<file path="src/rtl/rtt_pkg.sv">
package rtt_pkg;
  typedef enum logic [2:0] {
    VD_IDLE,
    VD_BEAT,
    VD_RETIRE,
    VD_ORDER,
    VD_UNEXP
  } rsp_verdict_e;
endpackage

</file>
<file path="src/rtl/rtt_id_slot.sv">
module rtt_id_slot #(
  parameter int DEPTH = 4,
  parameter int CNT_W = 3,
  parameter int SEQ_W = 3
) (
  input  logic             clk,
  input  logic             rst_n,
  input  logic             issue,
  input  logic             retire,
  output logic [CNT_W-1:0] cnt,
  output logic [SEQ_W-1:0] head_seq,
  output logic [SEQ_W-1:0] tail_seq
);
  localparam logic [CNT_W-1:0] DEPTH_C = CNT_W'(DEPTH);

  always_ff @(posedge clk) begin
    if (!rst_n) begin
      cnt      <= '0;
      head_seq <= '0;
      tail_seq <= '0;
    end else begin
      if (issue)  tail_seq <= tail_seq + 1'b1;
      if (retire) head_seq <= head_seq + 1'b1;
      case ({issue, retire})
        2'b10:   cnt <= cnt + 1'b1;
        2'b01:   cnt <= cnt - 1'b1;
        default: cnt <= cnt;
      endcase
    end
  end

  assert_no_overflow_R4: assert property (@(posedge clk) disable iff (!rst_n)
    (issue && !retire) |-> (cnt < DEPTH_C));
  assert_no_underflow_R7: assert property (@(posedge clk) disable iff (!rst_n)
    retire |-> (cnt != '0));
endmodule

</file>
<file path="src/rtl/rtt_rsp_judge.sv">
module rtt_rsp_judge #(
  parameter int CNT_W = 3,
  parameter int SEQ_W = 3
) (
  input  logic                     fire,
  input  logic                     last,
  input  logic [SEQ_W-1:0]         seq,
  input  logic [CNT_W-1:0]         pend_cnt,
  input  logic [SEQ_W-1:0]         head_seq,
  output rtt_pkg::rsp_verdict_e    verdict
);
  always_comb begin
    if (!fire)                 verdict = rtt_pkg::VD_IDLE;
    else if (pend_cnt == '0)   verdict = rtt_pkg::VD_UNEXP;
    else if (seq != head_seq)  verdict = rtt_pkg::VD_ORDER;
    else if (last)             verdict = rtt_pkg::VD_RETIRE;
    else                       verdict = rtt_pkg::VD_BEAT;
  end
endmodule

</file>
<file path="src/rtl/rtt_total_count.sv">
module rtt_total_count #(
  parameter int MAX_OUT = 6,
  parameter int TOT_W   = 3
) (
  input  logic             clk,
  input  logic             rst_n,
  input  logic             inc,
  input  logic             dec,
  output logic [TOT_W-1:0] total
);
  localparam logic [TOT_W-1:0] MAX_C = TOT_W'(MAX_OUT);

  always_ff @(posedge clk) begin
    if (!rst_n) total <= '0;
    else begin
      case ({inc, dec})
        2'b10:   total <= total + 1'b1;
        2'b01:   total <= total - 1'b1;
        default: total <= total;
      endcase
    end
  end

  assert_total_bound_R3: assert property (@(posedge clk) disable iff (!rst_n)
    total <= MAX_C);
  assert_count_hold_R8: assert property (@(posedge clk) disable iff (!rst_n)
    (inc == dec) |=> $stable(total));
endmodule

</file>
<file path="src/rtl/rd_tag_tracker.sv">
module rd_tag_tracker #(
  parameter int ID_W     = 2,
  parameter int ID_DEPTH = 4,
  parameter int MAX_OUT  = 6
) (
  input  logic                          clk,
  input  logic                          rst_n,
  input  logic                          req_valid,
  output logic                          req_ready,
  input  logic [ID_W-1:0]               req_id,
  output logic [$clog2(ID_DEPTH):0]     req_seq,
  input  logic                          rsp_valid,
  input  logic                          rsp_ready,
  input  logic [ID_W-1:0]               rsp_id,
  input  logic [$clog2(ID_DEPTH):0]     rsp_seq,
  input  logic                          rsp_last,
  output logic [$clog2(MAX_OUT+1)-1:0]  outstanding,
  output logic                          order_err,
  output logic                          unexp_err
);
  localparam int NUM_ID = 1 << ID_W;
  localparam int SEQ_W  = $clog2(ID_DEPTH) + 1;
  localparam int CNT_W  = $clog2(ID_DEPTH + 1);
  localparam int TOT_W  = $clog2(MAX_OUT + 1);
  localparam logic [CNT_W-1:0] DEPTH_C = CNT_W'(ID_DEPTH);
  localparam logic [TOT_W-1:0] MAX_C   = TOT_W'(MAX_OUT);

  logic [CNT_W-1:0] slot_cnt  [NUM_ID];
  logic [SEQ_W-1:0] slot_head [NUM_ID];
  logic [SEQ_W-1:0] slot_tail [NUM_ID];
  logic issue_fire, rsp_fire, retire_fire;
  rtt_pkg::rsp_verdict_e verdict;

  assign req_ready  = (outstanding < MAX_C) && (slot_cnt[req_id] < DEPTH_C);
  assign req_seq    = slot_tail[req_id];
  assign issue_fire = req_valid && req_ready;
  assign rsp_fire   = rsp_valid && rsp_ready;
  assign retire_fire = (verdict == rtt_pkg::VD_RETIRE);

  for (genvar g = 0; g < NUM_ID; g++) begin : g_slot
    rtt_id_slot #(.DEPTH(ID_DEPTH), .CNT_W(CNT_W), .SEQ_W(SEQ_W)) u_slot (
      .clk      (clk),
      .rst_n    (rst_n),
      .issue    (issue_fire && (req_id == ID_W'(g))),
      .retire   (retire_fire && (rsp_id == ID_W'(g))),
      .cnt      (slot_cnt[g]),
      .head_seq (slot_head[g]),
      .tail_seq (slot_tail[g])
    );
  end

  rtt_rsp_judge #(.CNT_W(CNT_W), .SEQ_W(SEQ_W)) u_judge (
    .fire     (rsp_fire),
    .last     (rsp_last),
    .seq      (rsp_seq),
    .pend_cnt (slot_cnt[rsp_id]),
    .head_seq (slot_head[rsp_id]),
    .verdict  (verdict)
  );

  rtt_total_count #(.MAX_OUT(MAX_OUT), .TOT_W(TOT_W)) u_total (
    .clk   (clk),
    .rst_n (rst_n),
    .inc   (issue_fire),
    .dec   (retire_fire),
    .total (outstanding)
  );

  always_ff @(posedge clk) begin
    if (!rst_n) begin
      order_err <= 1'b0;
      unexp_err <= 1'b0;
    end else begin
      order_err <= (verdict == rtt_pkg::VD_ORDER);
      unexp_err <= (verdict == rtt_pkg::VD_UNEXP);
    end
  end

  assert_order_cause_R5: assert property (@(posedge clk) disable iff (!rst_n)
    order_err |-> $past(rsp_valid && rsp_ready));
  assert_unexp_cause_R6: assert property (@(posedge clk) disable iff (!rst_n)
    unexp_err |-> $past(rsp_valid && rsp_ready));
  assert_err_exclusive_R2: assert property (@(posedge clk) disable iff (!rst_n)
    !(order_err && unexp_err));
  assert_nonlast_keeps_R7: assert property (@(posedge clk) disable iff (!rst_n)
    (rsp_fire && !rsp_last && !issue_fire) |=> $stable(outstanding));
  assert_full_blocks_R3: assert property (@(posedge clk) disable iff (!rst_n)
    (outstanding == MAX_C && !retire_fire) |=> !(req_valid && req_ready) || (outstanding < MAX_C));
endmodule

</file>
<file path="config.mk">
export PLATFORM = sky130hd
export DESIGN_NAME = rd_tag_tracker
export DESIGN_NICKNAME = d
export VERILOG_FILES = /design/src/rtl/rtt_pkg.sv /design/src/rtl/rtt_id_slot.sv /design/src/rtl/rtt_rsp_judge.sv /design/src/rtl/rtt_total_count.sv /design/src/rtl/rd_tag_tracker.sv
export SDC_FILE = /design/constraint.sdc
export NUM_CORES = 1
export LEC_CHECK = 0
export ABC_CLOCK_PERIOD_IN_PS = 7900
export BUFFER_PORTS_ARGS = -buffer_cell sky130_fd_sc_hd__buf_2
export CORE_MARGIN = 4
export CORE_UTILIZATION = 30
export CTS_BUF_LIST = sky130_fd_sc_hd__clkbuf_16
export DETAILED_ROUTE_END_ITERATION = 7
export GPL_ROUTABILITY_DRIVEN = 0
export GPL_TIMING_DRIVEN = 0
export PLACE_DENSITY_LB_ADDON = 0.2
export SLEW_MARGIN = 20
export SYNTH_ARGS = -nofsm -noshare
export SYNTH_HDL_FRONTEND = slang
export SYNTH_SLANG_ARGS = --single-unit
</file>
<file path="constraint.sdc">
create_clock -name clk -period 7.9 [get_ports clk]
set_clock_uncertainty 0.1 [all_clocks]
set_input_delay 0.395 -clock clk [delete_from_list [all_inputs] [get_ports clk]]
set_output_delay 0.395 -clock clk [all_outputs]
set_load 0.02 [all_outputs]
</file>
; Word-level counts from Yosys, hierarchy flattened
; Cells that the tools add are included.
; Widths: inputs -> output; s select.
[classes]
magnitude_cmp = 4
bitwise = 2
multipliers = 0
add_sub_neg = 18
n_mux = 21
div_mod_pow = 0
shifts = 0
eq_ne = 20
reduce_logical = 19
[op_table]
columns = op, count
row1 = $add 3x1->3 const B, 13
row2 = $mux 3, 11
row3 = $pmux 3 s2, 5
row4 = $bmux 3 s2, 4
row5 = $eq 2x2->1 const B, 9
row6 = $sub 3x1->3 const B, 5
row7 = $eq 2x1->1 const B, 7
row8 = $logic_and 1x1->1, 11
row9 = $reduce_bool 2->1, 5
row10 = $eq 3x2->1 const B, 2
row11 = $ge 3x3->1 const B, 2
row12 = $lt 3x3->1 const B, 2
row13 = $not 2->3, 2
row14 = $logic_not 2->1, 2
row15 = $eq 3x3->1 const B, 1
row16 = $logic_not 3->1, 1
row17 = $ne 3x3->1, 1
row18 = $mux 2, 1
[word_totals]
register_bits = 41
inputBits = 13
out_inout_bits = 9
word_cells = 99
mem_bits_rw = 0
mem_count = 0
latchBits = 0
rom_bits = 0

; Logic depth before layout (Yosys ltp)
[depth]
ltp_word = 12
depth_mapped = 12
mapped_depth_nobuf = 11

; Modules after synthesis
; From an unflattened synthesis, not the netlist that was laid out.
[unflattened]
hier_cells = 199
area_unflattened_um2 = 2244.7
[modules_own_cells]
columns = mod, cells_per_inst, seq_area_each_um2, area_per_inst_um2, instances
row1 = rtt_id_slot, 36, 180.2, 400.4, 4
row2 = rd_tag_tracker, 32, 40.0, 421.7, 1
row3 = rtt_total_count, 14, 60.1, 155.1, 1
row4 = rtt_rsp_judge, 9, 0.0, 66.3, 1

; Worst setup path after synthesis
; Ideal clock, no wire load.
[synth_path]
path_kind = input -> register
start = input rsp_id[0]
end = register g_slot[1].u_slot.cnt[2]
path_buffers = 1
setup_ns = 0.076
t_required_ns = 7.724
t_arrival_ns = 2.925
stages = 10
slack_ns = 4.799
path_cell_list = clkbuf_8 -> mux4_2 -> or2_4 -> nor4b_4 -> ha_1 -> inv_1 -> fa_1 -> xor2_1 -> or3_1 -> a21boi_0
[synth_between]
elab_chain_len = 12
elab_cells_between_ends = 19
cone_classes = eq/ne: 5 / mux: 10 / bitwise: 1 / reduce/logical: 3
[synth_rtl]
columns = item, line
row1 = from (decl), rd_tag_tracker.sv:14  ; input logic [ID_W-1:0] rsp_id,
row2 = $not 2->3 (implied by the code), "rd_tag_tracker.sv:56, rd_tag_tracker.sv:57"
row3 = $bmux 3 s2, rd_tag_tracker.sv:57  ; .head_seq (slot_head[rsp_id]),
row4 = $mux 3 (implied by the code) (2 in a row), rd_tag_tracker.sv:57
row5 = $ne 3x3->1, rtt_rsp_judge.sv:15  ; else if (seq != head_seq) verdict = rtt_pkg::VD_ORDER;
row6 = $mux 3, rtt_rsp_judge.sv:15
row7 = $mux 3, rtt_rsp_judge.sv:14  ; else if (pend_cnt == '0) verdict = rtt_pkg::VD_UNEXP;
row8 = $mux 3, rtt_rsp_judge.sv:13  ; if (!fire) verdict = rtt_pkg::VD_IDLE;
row9 = $eq 3x2->1, rd_tag_tracker.sv:38  ; assign retire_fire = (verdict == rtt_pkg::VD_RETIRE);
row10 = $logic_and 1x1->1 *, rd_tag_tracker.sv:45  ; .retire (retire_fire && (rsp_id == ID_W'(g))),
row11 = via g_slot[1].u_slot.retire, rtt_id_slot.sv:9  ; input logic retire,
row12 = $eq 2x1->1 / $eq 2x2->1 (equally long branches), rtt_id_slot.sv:24  ; case ({issue, retire})
row13 = $pmux 3 s2 / $reduce_bool 2->1 (equally long branches), -
row14 = to (signal assigned), rtt_id_slot.sv:25  ; 2'b10: cnt <= cnt + 1'b1;
row15 = to (signal assigned), rtt_id_slot.sv:26  ; 2'b01: cnt <= cnt - 1'b1;
row16 = to (signal assigned), rtt_id_slot.sv:27  ; default: cnt <= cnt;
row17 = to (decl), rtt_id_slot.sv:10  ; output logic [CNT_W-1:0] cnt,
; The timed path passes the listed nets; every way through them passes the cells marked *. The select of a mux whose other input is x is not followed.
; A chain may end at the register's enable or synchronous reset.

; Worst setup path after layout
[layout_path]
start = register g_slot[1].u_slot.cnt[2]
end = register g_slot[1].u_slot.cnt[2]
[layout_between]
elab_chain_len = 10
elab_cells_between_ends = 21
cone_classes = add/sub: 2 / order compare: 1 / eq/ne: 3 / mux: 9 / reduce/logical: 6
[layout_rtl]
columns = item, line
row1 = $bmux 3 s2 *, rd_tag_tracker.sv:56  ; .pend_cnt (slot_cnt[rsp_id]),
row2 = $mux 3 (implied by the code) * (2 in a row), rd_tag_tracker.sv:56
row3 = $logic_not 3->1 *, rtt_rsp_judge.sv:14
row4 = $mux 3 *, rtt_rsp_judge.sv:14
row5 = $mux 3 *, rtt_rsp_judge.sv:13
row6 = $eq 3x2->1 *, rd_tag_tracker.sv:38
row7 = $logic_and 1x1->1 *, rd_tag_tracker.sv:45
row8 = via g_slot[1].u_slot.retire, rtt_id_slot.sv:9
row9 = $eq 2x1->1 / $eq 2x2->1 (equally long branches), rtt_id_slot.sv:24
row10 = $pmux 3 s2 / $reduce_bool 2->1 (equally long branches), -
; Marks and branches as above.

==> metrics.csv <==
metric,value,unit
outcome,"finished, final reports clean",
ctsResizeCount,0,
synth_top_family_by_area,simple AND/OR/NAND/NOR gates,
maxCapViolations,0,
synth_xor_area_share,9.27,%
total_power,464,uW
clk_pin_slew,0.06,ns
ant_nets,0,
synth-main-ff-cell,dfxtp_1,
dieArea,0.00975,mm2
fmax,317,MHz
tns,0,ns
fin_nets,312,
ios,22,
ys_seq_area_share,33.2,%
avgSynthCellArea,9.69,um2
hold_violations,0,
diodes,0,
die_y,98.7,um
register_area,821,um2
vias_per_cell,4.57,
cts_tree,built,
syn_area,0.00247,mm2
totalWireLength,4980,um
period_share,39.9,%
rsz0062_at_grt,no,
antenna_found_initial,0,
numCtsBuffers,5,
cellLeakagePower,0.00108,uW
start_util,31.5,%
grtUsageTotal,11.4,%
path_class,reg -> reg,
endpoint_kind,register,
io_buffers,19,
async_flop_share,0,%
final_max_slew_viol_count,0,
worst_setup_path_start_kind,register,
clock-sinks,41,
relSlewSlack,62.9,%
ff2ff_path_depth,10,
wl_per_cell,13.0,um
reg2reg_to,g_slot[1].u_slot.cnt[2],
worst_slew_pin_slew,0.557,ns
r2r_slack,4.75,ns
synth-compound-area-share,6.33,%
synthAdderAreaFrac,10.6,%
netlist_instances,255,
ys_warn_count,0,
final_common_cell,dfxtp_1,
fillers,831,
fp-row-count,32,
cts_max_path_buffers,2,
grt_max_degree,14,
synthDistinctLibCells,41,
grt_pass1_vias,1808,
root_buffer,clkbuf_16,
cellPowerDensity,164,mW/mm2
whs_path_depth,3,
fin_crit,3.15,ns
drt_iter0_markers,47,
mostFrequentLayoutCells,"dfxtp_1, nand2_1, inv_1, buf_2, and2_1",
drcViolationCount,0,
grt_first_pass_wirelength,8870,um
syn-num-nets,286,
hold_end,order_err,
htree_levels,2,
chipWidth,98.7,um
core-area,0.00785,mm2
synth-edff-count,0,
cts_hold_buf,0,
dp_cells,376,
vias,1754,
drive_gt1_share,16.3,%
setup_viol,0,
cp.required,8.01,ns
synth_seq_cells,41,
ir_drop,71.2,uV
clk_latency,0.29,ns
post_cts_buffers,0,
multiInputGateArea,0.00151,mm2
r2r_start,g_slot[1].u_slot.cnt[2],
min_from,rsp_ready,
drt-pass1-iter-count,4,
area_delta_synth_final,14.8,%
layout.cells.non_filler,384,
arrival,3.26,ns
synthMuxAreaShare,12.5,%
hp-class,in -> reg,
dp_hpwl,3780,um
synthSimpleGateAreaFrac,22.3,%
cp_max_fo,5,
globalRouteOverflowTotal,0,
-- state kept, by name, summed over array words and instances (netlist names) --
register,cells
order_err,1
unexp_err,1
g_slot.u_slot.head_seq,12
g_slot.u_slot.tail_seq,12
g_slot.u_slot.cnt,12
u_total.total,3
-- critical path: stages (launching register included) --
cell      delay (ns)
dfxtp_1         0.40
nor3_1          0.08
mux4_2          0.53
or2_4           0.33
nor4b_4         0.34
ha_1            0.25
inv_1           0.06
fa_1            0.37
xor2_1          0.16
or3_1           0.30
a21boi_0        0.16
-- cells in the mapped netlist, drive strengths merged (6+ instances only) --
cell | n | share of area [%]
dfxtp | 41 | 33
nand2 | 25 | 3.8
inv | 21 | 3.2
and2 | 20 | 5.1
mux2i | 18 | 7.3
xnor2 | 14 | 5.7
ha | 13 | 6.6
o21ai | 13 | 3.1
clkbuf | 10 | 1.9
xor2 | 10 | 3.5
nor2 | 9 | 1.7
a21boi | 7 | 2.1
nor3 | 7 | 1.6
or3 | 7 | 1.8
nand2b | 6 | 1.5
-- how the worst max path moves through the flow --
| stage | startpoint | slack [ns] | end | cells past startpoint |
|---|---|---|---|---|
| CTS | g_slot[1].u_slot.cnt[2] | 4.70 | g_slot[1].u_slot.cnt[2] | 10 |
| finish | g_slot[1].u_slot.cnt[2] | 4.75 | g_slot[1].u_slot.cnt[2] | 10 |
| detailed placement | rsp_id[0] | 4.46 | g_slot[1].u_slot.cnt[2] | 11 |
| global route | g_slot[1].u_slot.cnt[2] | 4.54 | g_slot[1].u_slot.cnt[2] | 10 |
| floorplan | rsp_id[0] | 4.80 | g_slot[1].u_slot.cnt[2] | 10 |
| global placement | rsp_id[0] | 4.49 | g_slot[1].u_slot.cnt[2] | 11 |
-- through the flow --
step	setup slack [ns]	hold WS, ns	utilization (%)	instance area, um2
after floorplan	4.80	0.338	-	2470
after global placement	4.49	0.353	34.3	2690
after detailed placement	4.46	0.356	34.3	2690
after CTS	4.70	0.258	36.1	2840
after global routing	4.54	0.298	36.1	2840
final	4.75	0.264	36.1	2840
-- final cells by class --
| type | count | area share [%] |
|---|---|---|
| Timing Repair Buffer | 19 | 3.35 |
| Tap cell | 102 | 4.50 |
| Buffer | 12 | 2.25 |
| Multi-Input combinational cell | 181 | 53.1 |
| Inverter | 21 | 2.78 |
| Clock inverter | 3 | 0.618 |
| Sequential cell | 41 | 28.9 |
| Clock buffer | 5 | 4.41 |
-- cell families (layout without fill, tap and decap cells) --
| kind of cell | count (synthesis) | after routing |
|---|---|---|
| muxes | 24 | 24 |
| xor gates and xnor gates | 24 | 24 |
| and+or+nand+nor | 92 | 92 |
| DFF | 41 | 41 |
| adders and majority gates | 18 | 18 |
| AOI/OAI and AO/OA | 23 | 23 |
| buffers and inverters | 33 | 60 |
-- layer usage --
layer,vias up,wire (um),track usage (%)
li1,902,-,-
met4,0,96,4.41
met2,26,2230,17.2
met1,818,2450,15.8
met3,8,204,2.83
met5,-,0,0
-- power by group --
part	switching, uW	total [uW]	internal (uW)
Clock	85.7	202	116
Combinational	26.6	47.6	21.0
Sequential	3.88	215	211
Total	116	464	348
Power figures use the tool's default switching activity.
